==> config.mk <==
export PLATFORM = sky130hd
export DESIGN_NAME = rs485_addr_rx
export DESIGN_NICKNAME = d
export VERILOG_FILES = /design/src/rtl/rs485_rx_pkg.sv /design/src/rtl/rs485_rx_baud.sv /design/src/rtl/rs485_rx_deser.sv /design/src/rtl/rs485_rx_fifo.sv /design/src/rtl/rs485_addr_rx.sv
export SDC_FILE = /design/constraint.sdc
export NUM_CORES = 1
export LEC_CHECK = 0
export BUFFER_PORTS_ARGS = -buffer_cell sky130_fd_sc_hd__buf_4
export CAP_MARGIN = 20
export CORE_MARGIN = 2
export CORE_UTILIZATION = 43
export DETAILED_ROUTE_END_ITERATION = 8
export PLACE_DENSITY_LB_ADDON = 0.3
export SYNTH_ARGS = -nofsm -noshare
export SYNTH_HDL_FRONTEND = slang
export SYNTH_SLANG_ARGS = --single-unit
==> constraint.sdc <==
create_clock -name clk -period 4.2 [get_ports clk]
set_input_delay 0.21 -clock clk [delete_from_list [all_inputs] [get_ports clk]]
set_output_delay 0.21 -clock clk [all_outputs]
set_load 0.02 [all_outputs]
==> src/rtl/rs485_rx_pkg.sv <==
package rs485_rx_pkg;

  localparam int unsigned RX_DW = 8;

  typedef enum logic [2:0] {
    ST_IDLE,
    ST_START,
    ST_DATA,
    ST_NINTH,
    ST_STOP
  } rx_state_e;

  // address marks are recognised only with all three parity controls set
  function automatic logic addr_mode(input logic par_en, input logic even, input logic stick);
    return par_en & even & stick;
  endfunction

  // value the ninth bit should carry for a given byte and parity selection
  function automatic logic want_ninth(input logic [RX_DW-1:0] d, input logic even, input logic stick);
    logic x;
    x = ^d;
    if (stick) return ~even;
    return even ? x : ~x;
  endfunction

endpackage

==> src/rtl/rs485_rx_baud.sv <==
module rs485_rx_baud #(
  parameter int unsigned DIV_W = 16
) (
  input  logic             clk,
  input  logic             rst_n,
  input  logic [DIV_W-1:0] div,
  output logic             tick
);
  logic [DIV_W-1:0] cnt;

  assign tick = (cnt >= div);

  always_ff @(posedge clk or negedge rst_n) begin
    if (!rst_n) cnt <= '0;
    else if (tick) cnt <= '0;
    else cnt <= cnt + 1'b1;
  end
endmodule

==> src/rtl/rs485_rx_deser.sv <==
module rs485_rx_deser
  import rs485_rx_pkg::*;
#(
  parameter int unsigned OSR = 16,
  parameter int unsigned DW  = 8
) (
  input  logic          clk,
  input  logic          rst_n,
  input  logic          tick,
  input  logic          rxd_raw,
  input  logic          ninth_en,
  output logic          done,
  output logic [DW-1:0] data,
  output logic          ninth,
  output logic          stop_ok,
  output logic          false_start
);
  localparam int unsigned CW  = $clog2(OSR);
  localparam int unsigned BIW = (DW > 1) ? $clog2(DW) : 1;
  localparam logic [CW-1:0]  MID_C  = CW'(OSR/2 - 1);
  localparam logic [CW-1:0]  LAST_C = CW'(OSR - 1);
  localparam logic [BIW-1:0] TOP_B  = BIW'(DW - 1);

  logic            sync1, rxd_s, prev;
  rx_state_e       state;
  logic [CW-1:0]   os_cnt;
  logic [BIW-1:0]  bit_idx;
  logic            at_mid, at_end;

  assign at_mid = tick && (os_cnt == MID_C);
  assign at_end = tick && (os_cnt == LAST_C);

  always_ff @(posedge clk or negedge rst_n) begin
    if (!rst_n) begin
      sync1 <= 1'b1;
      rxd_s <= 1'b1;
    end else begin
      sync1 <= rxd_raw;
      rxd_s <= sync1;
    end
  end

  always_ff @(posedge clk or negedge rst_n) begin
    if (!rst_n) begin
      state       <= ST_IDLE;
      os_cnt      <= '0;
      bit_idx     <= '0;
      data        <= '0;
      ninth       <= 1'b0;
      stop_ok     <= 1'b1;
      done        <= 1'b0;
      false_start <= 1'b0;
      prev        <= 1'b1;
    end else begin
      done        <= 1'b0;
      false_start <= 1'b0;
      if (tick) prev <= rxd_s;
      case (state)
        ST_IDLE: begin
          if (tick && prev && !rxd_s) begin
            state  <= ST_START;
            os_cnt <= '0;
          end
        end
        ST_START: begin
          if (at_mid) begin
            os_cnt <= '0;
            if (!rxd_s) begin
              state   <= ST_DATA;
              bit_idx <= '0;
            end else begin
              state       <= ST_IDLE;
              false_start <= 1'b1;
            end
          end else if (tick) os_cnt <= os_cnt + 1'b1;
        end
        ST_DATA: begin
          if (at_end) begin
            os_cnt <= '0;
            data   <= {rxd_s, data[DW-1:1]};
            if (bit_idx == TOP_B) state <= ninth_en ? ST_NINTH : ST_STOP;
            else bit_idx <= bit_idx + 1'b1;
          end else if (tick) os_cnt <= os_cnt + 1'b1;
        end
        ST_NINTH: begin
          if (at_end) begin
            os_cnt <= '0;
            ninth  <= rxd_s;
            state  <= ST_STOP;
          end else if (tick) os_cnt <= os_cnt + 1'b1;
        end
        ST_STOP: begin
          if (at_end) begin
            os_cnt  <= '0;
            stop_ok <= rxd_s;
            done    <= 1'b1;
            state   <= ST_IDLE;
          end else if (tick) os_cnt <= os_cnt + 1'b1;
        end
        default: state <= ST_IDLE;
      endcase
    end
  end
endmodule

==> src/rtl/rs485_rx_fifo.sv <==
module rs485_rx_fifo #(
  parameter int unsigned DEPTH = 4,
  parameter int unsigned DW    = 8
) (
  input  logic                       clk,
  input  logic                       rst_n,
  input  logic                       push,
  input  logic [DW-1:0]              wdata,
  input  logic                       pop,
  output logic [DW-1:0]              rdata,
  output logic [$clog2(DEPTH+1)-1:0] level,
  output logic                       full,
  output logic                       empty,
  output logic                       drop
);
  localparam int unsigned AW = (DEPTH > 1) ? $clog2(DEPTH) : 1;
  localparam int unsigned LW = $clog2(DEPTH+1);
  localparam logic [AW-1:0] PTR_TOP = AW'(DEPTH - 1);
  localparam logic [LW-1:0] LVL_MAX = LW'(DEPTH);

  logic [DW-1:0] mem [DEPTH];
  logic [AW-1:0] wr_ptr, rd_ptr;
  logic          do_push, do_pop;

  assign full    = (level == LVL_MAX);
  assign empty   = (level == '0);
  assign do_pop  = pop && !empty;
  assign do_push = push && (!full || do_pop);
  assign drop    = push && full && !do_pop;
  assign rdata   = mem[rd_ptr];

  always_ff @(posedge clk or negedge rst_n) begin
    if (!rst_n) begin
      wr_ptr <= '0;
      rd_ptr <= '0;
      level  <= '0;
      for (int i = 0; i < DEPTH; i++) mem[i] <= '0;
    end else begin
      if (do_push) begin
        mem[wr_ptr] <= wdata;
        wr_ptr <= (wr_ptr == PTR_TOP) ? '0 : wr_ptr + 1'b1;
      end
      if (do_pop) rd_ptr <= (rd_ptr == PTR_TOP) ? '0 : rd_ptr + 1'b1;
      case ({do_push, do_pop})
        2'b10:   level <= level + 1'b1;
        2'b01:   level <= level - 1'b1;
        default: level <= level;
      endcase
    end
  end
endmodule

==> src/rtl/rs485_addr_rx.sv <==
module rs485_addr_rx
  import rs485_rx_pkg::*;
#(
  parameter int unsigned OSR        = 16,
  parameter int unsigned DIV_W      = 16,
  parameter int unsigned FIFO_DEPTH = 4
) (
  input  logic                            clk,
  input  logic                            rst_n,
  input  logic                            rxd,
  input  logic                            cfg_par_en,
  input  logic                            cfg_even,
  input  logic                            cfg_stick,
  input  logic [DIV_W-1:0]                cfg_div,
  input  logic                            rd_en,
  output logic [RX_DW-1:0]                rd_data,
  output logic [$clog2(FIFO_DEPTH+1)-1:0] fifo_level,
  output logic                            fifo_empty,
  output logic                            fifo_full,
  output logic                            addr_valid,
  output logic [RX_DW-1:0]                addr_data,
  output logic                            par_err,
  output logic                            frame_err,
  output logic                            overflow
);
  logic             tick;
  logic             rx_done, rx_ninth, rx_stop_ok, rx_false_start;
  logic [RX_DW-1:0] rx_data;
  logic             ninth_miss, is_addr, fifo_push, fifo_drop;

  rs485_rx_baud #(.DIV_W(DIV_W)) baud_i (
    .clk(clk), .rst_n(rst_n), .div(cfg_div), .tick(tick)
  );

  rs485_rx_deser #(.OSR(OSR), .DW(RX_DW)) deser_i (
    .clk(clk), .rst_n(rst_n), .tick(tick), .rxd_raw(rxd), .ninth_en(cfg_par_en),
    .done(rx_done), .data(rx_data), .ninth(rx_ninth), .stop_ok(rx_stop_ok),
    .false_start(rx_false_start)
  );

  // routing decision for a finished character
  assign ninth_miss = cfg_par_en && (rx_ninth != want_ninth(rx_data, cfg_even, cfg_stick));
  assign is_addr    = rx_done && addr_mode(cfg_par_en, cfg_even, cfg_stick) && ninth_miss;
  assign fifo_push  = rx_done && !is_addr;

  rs485_rx_fifo #(.DEPTH(FIFO_DEPTH), .DW(RX_DW)) fifo_i (
    .clk(clk), .rst_n(rst_n), .push(fifo_push), .wdata(rx_data), .pop(rd_en),
    .rdata(rd_data), .level(fifo_level), .full(fifo_full), .empty(fifo_empty),
    .drop(fifo_drop)
  );

  always_ff @(posedge clk or negedge rst_n) begin
    if (!rst_n) begin
      addr_valid <= 1'b0;
      addr_data  <= '0;
      par_err    <= 1'b0;
      frame_err  <= 1'b0;
      overflow   <= 1'b0;
    end else begin
      addr_valid <= is_addr;
      if (is_addr) addr_data <= rx_data;
      if (rx_done) begin
        par_err   <= ninth_miss;
        frame_err <= !rx_stop_ok;
      end
      if (fifo_drop) overflow <= 1'b1;
    end
  end
endmodule

==> out/results.txt, run 1 <==
status -> completed
CP Cell Sequence -> ha_1, and3_1, o21ai_1, a211o_1, a31oi_1, or2_1, buf_4, mux2_2
GRT Overall Usage -> 0.161
Final setup viols -> 0
worst hold stages -> 3
Critical Path AT -> 2.99 ns
kind of critical path -> flop to flop
CP endpoint kind -> flop
register area share after synthesis -> 0.483
HPWL Detailed -> 6160 µm
largest net degree at the start of global routing -> 92
crit-path max cell delay -> 0.46 ns
Sink Count -> 91
Final Cycle Share -> 0.640
CTS max path bufs -> 2
compound-cell area share of the yosys netlist -> 0.0691
Yosys warning count -> 0
die height -> 109 µm
portion of netlist area occupied by mux cells -> 0.185
number of synthesized register bits -> 91
CTS buffer count -> 9
number of port buffers -> 47
initial antenna violation count -> 0
net count after synthesis -> 447
Antenna Nets Post-Route -> 0
Core Region -> 0.0108 mm²
Rel. slew slack -> 0.588
Routed WL -> 8700 µm
most common cell after layout, fill and taps aside -> dfrtp_1
R2R cell count -> 8
Final Max Slew Viols -> 0
Setup crit start kind -> flop
Final Hold Fails -> 0
grt ovf -> 0
Synth Area per Inst -> 11.9 µm²
first-pass GRT wire length -> 14700 µm
WP data required -> 4.50 ns
die area -> 0.0118 mm²
vias per cell -> 5.22
max-cap check violation count -> 0
htree depth -> 3
Slew @ Worst Pin -> 0.618 ns
n_diodes -> 0
Die W -> 109 µm
post-synthesis cell type count -> 56
RSZ-0062 raised after global routing -> false
Most used DFF post-synth -> dfrtp_1
CP max FO -> 16
largest family of logic cells by synthesized area -> multiplexers
Initial DRT Pass Iterations -> 4
CTS tree -> built
clock latency on the worst-skew pair -> 0.37 ns
simple-gate portion of the synthesized area -> 0.107
Initial Utilization -> 0.438
skew final -> 0.00880 ns
worst hold path class -> primary input to flop
Netlist Area Pre-Place -> 0.00472 mm²
cell count after synthesis -> 398
row count -> 38
root buffer cell -> clkbuf_8
Synth Area in XOR/XNOR -> 0.0482
Fin Setup TNS -> 0 ns
Min Hold Slack -> 0.107 ns
fmax -> 372 MHz
Leakage -> 2.77 nW
fraction of layout instances using a drive strength above 1 -> 0.313
synthesized-area fraction occupied by adder cells -> 0.0704
clk slew on worst S/H paths -> 0.09 ns
routed vias -> 3086
fraction of registers with async set/reset -> 1.00
GP Congestion -> 0.788
post-cts gate resize count -> 0
VDD IR max -> 239 µV
Slowest cell on crit path -> or2_1
Layout area overhead -> 15.7%
drt initial violations -> 93
post-route minimum period -> 2.69 ns
PwrDens -> 374 mW/mm²
vias in the first global route -> 3063
EDFF count, synth -> 0
most frequent cells in the layout -> 87 x dfrtp_1, 48 x buf_4, 42 x mux2_2
io pins -> 48
drc violations -> 0
DR WL/cell -> 14.7 µm
Net count, final -> 495
power by group:
| part | switching, W | total, W | internal [W] | leakage (nW) |
|---|---|---|---|---|
| clock network | 0.000324 | 0.000681 | 0.000358 | 0.117 |
| logic | 0.000152 | 0.000325 | 0.000174 | 1.44 |
| registers | 0.000106 | 0.00104 | 0.000934 | 1.21 |
worst paths after layout:
check                      slack (ns)         endpoint           start
setup / recovery                 1.51     deser_i.prev  baud_i.cnt[10]
hold / removal                   0.11          par_err      cfg_par_en
setup reg to reg                 1.51     deser_i.prev  baud_i.cnt[10]
hold reg to reg                  0.36    deser_i.rxd_s   deser_i.sync1
max in group asynchronous        3.17  deser_i.stop_ok           rst_n
min in group asynchronous        0.34   fifo_i.mem[25]           rst_n
worst max-delay path: cells and delay by family, from the launching register on:
family	cells	cell delay (ns)
flip-flops	1	0.43
AO/OA/AOI/OAI	3	0.57
buffers and inverters	1	0.31
multiplexers	1	0.35
adder cells (fa/ha/maj)	1	0.30
AND/OR/NAND/NOR	2	0.65
cell families after synthesis:
group / after synthesis
AOI/OAI and AO/OA: 45
muxes: 66
xor gates and xnor gates: 26
buffers and inverters: 41
DFF: 91
adders and majority gates: 26
and+or+nand+nor: 103
synthesized netlist by cell type (all sizes together), types with 2 or more instances:
| library cell | n | area, µm² |
|---|---|---|
| mux2 | 55 | 664 |
| nand2b | 6 | 37.5 |
| o22a | 2 | 17.5 |
| nand2 | 25 | 101 |
| xnor2 | 13 | 114 |
| xor2 | 13 | 114 |
| a21o | 2 | 16.3 |
| a21oi | 8 | 40.0 |
| nor2 | 29 | 111 |
| nor2b | 3 | 18.8 |
| o21ai | 13 | 65.1 |
| nor3 | 6 | 30.0 |
| a22o | 4 | 36.3 |
| dfstp | 4 | 105 |
| buf | 6 | 43.8 |
| or2 | 3 | 18.8 |
| mux4 | 8 | 180 |
| ha | 25 | 313 |
| dfrtp | 87 | 2180 |
| o31ai | 2 | 15.0 |
| a31oi | 2 | 12.5 |
| a211oi | 3 | 27.5 |
| or3 | 2 | 17.5 |
| inv | 27 | 101 |
| nand3 | 14 | 70.1 |
| clkbuf | 8 | 31.3 |
| and3 | 10 | 62.6 |
| mux2i | 3 | 30.0 |
| nand4 | 2 | 12.5 |
timing repair:
item                      CTS  global route
hold endpoints to repair    1            34
hold buffers                1             1
setup buffers               0             0
registers in the layout (all words and copies together) (netlist names), 2 cells and up:
| register | count |
|---|---|
| deser_i.bit_idx | 3 |
| addr_data | 8 |
| fifo_i.wr_ptr | 2 |
| deser_i.data | 8 |
| deser_i.os_cnt | 4 |
| fifo_i.level | 3 |
| fifo_i.mem | 32 |
| fifo_i.rd_ptr | 2 |
| baud_i.cnt | 16 |
| deser_i.state | 3 |
area by class of cell:
cell class	count	area, µm²
clock buffers	10	138
clock inverters	6	95.1
fillers	959	5330
inverters	27	101
multi-input cells	266	2270
flip-flops and latches	91	2280
well taps	140	175
repair buffers	51	408
metrics by stage:
stage / instances / total power (W) / worst slack (ns) / util / area, µm²
finish: 591 / 0.00205 / 1.51 / 0.506 / 5470
global route: 591 / 0.00217 / 1.33 / 0.506 / 5470
CTS: 589 / 0.00207 / 1.49 / 0.503 / 5430
detailed placement: 572 / 0.00139 / 1.53 / 0.480 / 5180
global placement: 572 / 0.00138 / 1.61 / 0.480 / 5180
floorplan: 398 / 0.00126 / 1.98 / - / 4720
metal layers:
metal  GRT usage  wire, µm
met1       0.196      3870
met2       0.275      4470
met3      0.0562       296
met4      0.0394        65
met5           0         0
Power figures use the tool's default switching activity.
==> inputs of run 2 (changes only) <==
- clock period: 4.2 -> 2.2 ns (I/O delays scaled with it)
==> run 2 against run 1 <==
  * The flow now finishes with violations (negative setup slack)
  * Critical path type unchanged
  * Fmax is 16% higher
  * Sequential share of layout area fell by 2.6 points
  * Clock-buffer cell count unchanged
  * Largest cell class is now multi-input combinational cells
==> out/results.txt, run 2 (synthesis gave the netlist of run 1 again) <==
Final setup viols -> 18 (+18)
Final Hold Fails -> 0 (unchanged)
CTS max path bufs -> 2 (unchanged)
largest net degree at the start of global routing -> 51 (-45%)
most common cell after layout, fill and taps aside -> dfrtp_1
Routed WL -> 9290 µm (+6.7%)
initial antenna violation count -> 0 (unchanged)
clock latency on the worst-skew pair -> 0.36 ns (about the same)
Fin Setup TNS -> -1.25 ns (-1.25 ns)
largest register by flop count -> fifo_i.mem
drc violations -> 0 (unchanged)
routed vias -> 3243 (+5.1%)
PwrDens -> 679 mW/mm² (+81%)
Net count, final -> 527 (+6.5%)
vias per cell -> 5.21 (-0.31%)
top flop regs -> fifo_i.mem (32), baud_i.cnt (16)
Final Cycle Share -> 1.06 (+0.416)
combinational power share -> 0.218 (+0.059)
Sequential Power Share -> 0.490 (-0.018)
io pins -> 48 (unchanged)
dpl ws -> -0.186 ns (-1.72 ns)
most frequent cells in the layout -> 87 x dfrtp_1, 76 x buf_4, 42 x mux2_2
grt ovf -> 0 (unchanged)
first-pass GRT wire length -> 15900 µm (+8.4%)
kind of critical path -> flop to flop
fraction of layout instances using a drive strength above 1 -> 0.398 (+0.0849)
Core Region -> 0.0108 mm² (unchanged)
CTS tree -> built
htree depth -> 3 (unchanged)
Antenna Nets Post-Route -> 0 (unchanged)
drt initial violations -> 116 (+25%)
Slew @ Worst Pin -> 0.651 ns (+0.0336 ns)
Layout area overhead -> 23.4%
n_diodes -> 0 (unchanged)
skew final -> 0.0137 ns (+0.00491 ns)
reg2reg setup slack -> -0.12 ns (-1.63 ns)
Leakage -> 2.93 nW (+5.7%)
Initial DRT Pass Iterations -> 4 (unchanged)
post-route minimum period -> 2.32 ns (-0.366 ns)
fmax -> 430 MHz (+16%)
CP max FO -> 5 (-11)
failing checks -> negative setup slack
Die W -> 109 µm (unchanged)
root buffer cell -> clkbuf_8
Final Max Slew Viols -> 0 (unchanged)
die height -> 109 µm (unchanged)
status -> finished with violations
number of port buffers -> 47 (unchanged)
VDD IR max -> 404 µV (+69%)
worst hold path class -> primary input to flop
CTS buffer count -> 9 (unchanged)
sw power -> 0.00117 W (+100%)
Setup crit start kind -> flop
GP Congestion -> 0.847 (+7.5%)
Sink Count -> 91 (unchanged)
Tot Pwr -> 0.00396 W (+93%)
GRT Overall Usage -> 0.173 (+0.0115)
Clock Power Share -> 0.291 (-0.042)
Critical Path AT -> 2.58 ns (-0.41 ns)
row count -> 38 (unchanged)
number of flip-flops under the largest register name -> 32 (unchanged)
die area -> 0.0118 mm² (unchanged)
Sw Share -> 0.296 (+0.0124)
HPWL Detailed -> 6490 µm (+5.4%)
CP endpoint kind -> flop
vias in the first global route -> 3377 (+10%)
Setup WS post-layout -> -0.123 ns (-1.63 ns)
Cell Int Power -> 0.00279 W (+90%)
Initial Utilization -> 0.438 (unchanged)
RSZ-0062 raised after global routing -> true
Rel. slew slack -> 0.566 (-0.0224)
clk slew on worst S/H paths -> 0.09 ns (about the same)
WP data required -> 2.46 ns (-2.04 ns)
DR WL/cell -> 14.9 µm (+1.2%)
max-cap check violation count -> 0 (unchanged)
==> run 2: cell types whose count changed in the layout (fill, tap and decap cells not counted), moves of 2 or more <==
cell	before	now
ha_1	25	20
a21oi_1	8	6
ha_4	0	4
buf_12	0	2
buf_4	48	76
a21oi_2	0	2
==> run 2: power groups by stage <==
| stage | registers [W] | logic, W | clock network, W |
|---|---|---|---|
| after floorplan | 0.00195 | 0.000482 | 0 |
| after global placement | 0.00197 | 0.000796 | 0 |
| after detailed placement | 0.00198 | 0.000820 | 0 |
| after CTS | 0.00195 | 0.000842 | 0.00119 |
| after global routing | 0.00197 | 0.000964 | 0.00126 |
| final | 0.00194 | 0.000865 | 0.00115 |
==> run 2: worst max-delay path, cell delays in order (launching register included) <==
cell and delay, ns:
dfrtp_1 0.42, ha_4 0.23, a211oi_2 0.19, nand2_1 0.11
o2111ai_2 0.21, a31oi_2 0.14, or2_4 0.27, buf_4 0.16
buf_16 0.13, and2_4 0.13, o32ai_2 0.24
==> run 2: final cells by class <==
class	instances	area, µm²
Tap cell	140	175
Inverter	27	101
Clock inverter	6	72.6
Fill cell	943	4960
Sequential cell	91	2280
Clock buffer	10	128
Multi-Input combinational cell	266	2390
Timing Repair Buffer	83	679
==> run 2: timing repair <==
item                       in CTS  in global routing
hold endpoints to repair       47                  0
resized for setup               8                 10
cloned                          1                  0
hold buffers                    3                  0
setup endpoints to repair      19                 22
pin swaps                       9                  2
setup buffers                   5                  3
==> run 2: per-stage QoR <==
step                       util  area [µm²]  hold slack [ns]  instances
after detailed placement  0.502        5420            0.186        595
after floorplan               -        4760           -0.186        398
final                     0.540        5830            0.160        623
after global routing      0.540        5830            0.161        623
after CTS                 0.534        5770            0.152        620
after global placement    0.502        5420            0.179        595
==> run 2: worst paths after layout <==
kind	start	to	depth (start not counted)
min in group asynchronous	rst_n	fifo_i.mem[16]	2
min	rd_en	overflow	3
max	baud_i.cnt[5]	deser_i.state[2]	10
min reg2reg	deser_i.sync1	deser_i.rxd_s	0
max reg2reg	baud_i.cnt[5]	deser_i.state[2]	10
max in group asynchronous	rst_n	deser_i.stop_ok	3
==> run 2: per-layer routing <==
layer	vias up	GRT usage	share of wire	wire length, µm
met2	56	0.314	0.52	4880
met5	-	0	0	0
met3	12	0.0383	0.029	268
li1	1548	-	-	-
met4	0	0.0403	0.010	93
met1	1627	0.208	0.44	4050
==> inputs of run 3 (changes only) <==
==> constraint.sdc (replaced) <==
create_clock -name clk -period 2.2 [get_ports clk]
set_input_delay 0.22 -clock clk [delete_from_list [all_inputs] [get_ports clk]]
set_output_delay 0.22 -clock clk [all_outputs]
set_load 0.02 [all_outputs]
==> run 3 against run 2 <==
  * The run still ends with negative setup slack left
  * Clock-buffer cell count up 1
  * Global-route usage shrank 0.078 points
  * Wire length shrank 1.3%
  * Die area did not move
  * Final area shrank 1.3%
  * Sequential share of layout area increased by 0.51 points
  * Largest power group unchanged
  * Power barely moved
  * Non-clock buffer count down 8
  * Sequential power shrank 2%
  * Setup slack gained 0.027 ns
  * Cell count down 1.3%
==> out/results.txt, run 3 (synthesis gave the netlist of run 1 again) <==
status -> finished with violations
failing checks -> negative setup slack
Placed Area -> 0.00541 mm² (-0.14%)
Initial DRT Pass Iterations -> 4 (unchanged)
root buffer cell -> clkbuf_8
HPWL Detailed -> 6440 µm (-0.73%)
largest net degree at the start of global routing -> 57 (+12%)
Antenna Nets Post-Route -> 0 (unchanged)
Core Region -> 0.0108 mm² (unchanged)
combinational power share -> 0.218 (about the same)
Min Hold Slack -> 0.122 ns (-0.0388 ns)
Final Cycle Share -> 1.04 (-0.0122)
Slew @ Worst Pin -> 0.595 ns (-0.0559 ns)
vias per cell -> 5.18 (-0.48%)
worst hold path class -> primary input to flop
CP Cell Sequence -> ha_4, and3_4, o21ai_2, a211o_1, a31oi_2, buf_4, a21oi_2, or3_4, mux2_4
Sw Share -> 0.290 (-0.00635)
drc violations -> 0 (unchanged)
RSZ-0062 raised after global routing -> true
number of flip-flops under the largest register name -> 32 (unchanged)
vias in the first global route -> 3360 (-0.50%)
CP endpoint kind -> flop
Die W -> 109 µm (unchanged)
Setup WS post-layout -> -0.0962 ns (+0.0269 ns)
Layout area overhead -> 21.8%
Final setup viols -> 8 (-10)
Sink Count -> 91 (unchanged)
routed vias -> 3186 (-1.8%)
fraction of layout instances using a drive strength above 1 -> 0.385 (-0.0123)
grt ovf -> 0 (unchanged)
max-cap check violation count -> 0 (unchanged)
top flop regs -> fifo_i.mem (32), baud_i.cnt (16)
CP max FO -> 3 (-2)
CTS buffer count -> 9 (unchanged)
Final Max Slew Viols -> 0 (unchanged)
GRT Overall Usage -> 0.172 (-0.000785)
io pins -> 48 (unchanged)
kind of critical path -> flop to flop
Leakage -> 2.88 nW (-1.7%)
Clock Power Share -> 0.303 (+0.012)
GP Congestion -> 0.826 (-2.6%)
Slowest cell on crit path -> dfrtp_1
row count -> 38 (unchanged)
initial antenna violation count -> 0 (unchanged)
final non-filler cell area -> 0.00576 mm² (-1.3%)
n_diodes -> 0 (unchanged)
Final Hold Fails -> 0 (unchanged)
Cell Int Power -> 0.00281 W (+0.94%)
Net count, final -> 519 (-1.5%)
clk slew on worst S/H paths -> 0.10 ns (about the same)
Filler cells -> 924 (-2.0%)
most frequent cells in the layout -> 87 x dfrtp_1, 69 x buf_4, 41 x mux2_2
die area -> 0.0118 mm² (unchanged)
CTS tree -> built
Post-Layout Cell Count -> 615 (-1.3%)
sw power -> 0.00115 W (-2.1%)
number of port buffers -> 47 (unchanged)
Setup crit start kind -> flop
Initial Utilization -> 0.438 (unchanged)
post-route minimum period -> 2.30 ns (-0.0269 ns)
WP data required -> 2.46 ns (about the same)
Critical Path AT -> 2.56 ns (-0.02 ns)
drt initial violations -> 88 (-24%)
crit-path max cell delay -> 0.41 ns (about the same)
first-pass GRT wire length -> 15800 µm (-0.52%)
skew final -> 0.0156 ns (+0.00191 ns)
Tot Pwr -> 0.00396 W (about the same)
Sequential Power Share -> 0.479 (-0.011)
htree depth -> 3 (unchanged)
VDD IR max -> 364 µV (-9.8%)
PwrDens -> 688 mW/mm² (+1.3%)
most common cell after layout, fill and taps aside -> dfrtp_1
CTS max path bufs -> 2 (unchanged)
fmax -> 436 MHz (+1.2%)
clock latency on the worst-skew pair -> 0.37 ns (about the same)
die height -> 109 µm (unchanged)
Routed WL -> 9170 µm (-1.3%)
DR WL/cell -> 14.9 µm (about the same)
Rel. slew slack -> 0.600 (+0.0342)
post-placement cell count -> 594 (-0.17%)
largest register by flop count -> fifo_i.mem
## run 3: cell types whose count changed in the layout (fill, tap and decap cells not counted), moves of 2 or more
cell / change
ha_1: +2
buf_4: -7
clkbuf_8: +2
buf_6: +2
inv_6: -2
## run 3: repair_timing
item	4_1_cts	5_1_grt
hold buffers	2	0
hold endpoints to repair	33	0
setup endpoints to repair	20	21
resized for setup	12	7
setup buffers	4	0
pin swaps	10	8
## run 3: power by group through the flow
| stage | sequential (W) | combinational (W) | clock (W) |
|---|---|---|---|
| final | 0.00190 | 0.000865 | 0.00120 |
| after global routing | 0.00191 | 0.000974 | 0.00131 |
| after CTS | 0.00190 | 0.000879 | 0.00124 |
| after detailed placement | 0.00193 | 0.000859 | 0 |
| after global placement | 0.00193 | 0.000833 | 0 |
| after floorplan | 0.00195 | 0.000482 | 0 |
## run 3: worst paths after layout
kind,from,end,slack [ns],cells past startpoint
setup / recovery,baud_i.cnt[10],deser_i.bit_idx[0],-0.1,9
hold / removal,cfg_par_en,par_err,0.12,3
setup reg to reg,baud_i.cnt[10],deser_i.bit_idx[0],-0.1,9
hold reg to reg,deser_i.sync1,deser_i.rxd_s,0.36,0
max in group asynchronous,rst_n,deser_i.stop_ok,1.13,3
min in group asynchronous,rst_n,fifo_i.mem[16],0.36,2
## run 3: cell type report
type / count / area (µm²) / share of cell area
clock buffer: 11 / 151 / 0.0263
timing repair buffer: 75 / 592 / 0.103
tap: 140 / 175 / 0.0304
inverter: 27 / 101 / 0.0176
sequential: 91 / 2280 / 0.397
multi-input combinational: 266 / 2390 / 0.416
clock inverter: 5 / 61.3 / 0.0107
## run 3: metrics by stage
step | setup WS [ns] | setup TNS (ns) | utilization
floorplan | -0.00434 | -0.00434 | -
global placement | -0.137 | -1.39 | 0.501
detailed placement | -0.234 | -2.63 | 0.501
CTS | -0.116 | -1.34 | 0.532
global route | -0.207 | -2.61 | 0.533
finish | -0.0962 | -0.381 | 0.533
## run 3: per-layer routing
layer / global-route usage / routed length [µm] / vias to the layer above
met5: 0 / 0 / -
met4: 0.0687 / 149 / 0
met3: 0.0281 / 195 / 12
met2: 0.304 / 4690 / 33
met1: 0.209 / 4130 / 1606
li1: - / - / 1535
## run 3: critical path, delay by kind of cell, from the launching register on
| family | cells | cell delay [ns] |
|---|---|---|
| compound gates | 4 | 0.56 |
| fa+ha+maj | 1 | 0.28 |
| buf+inv | 1 | 0.15 |
| flops | 1 | 0.41 |
| mux | 1 | 0.26 |
| simple gates | 2 | 0.54 |
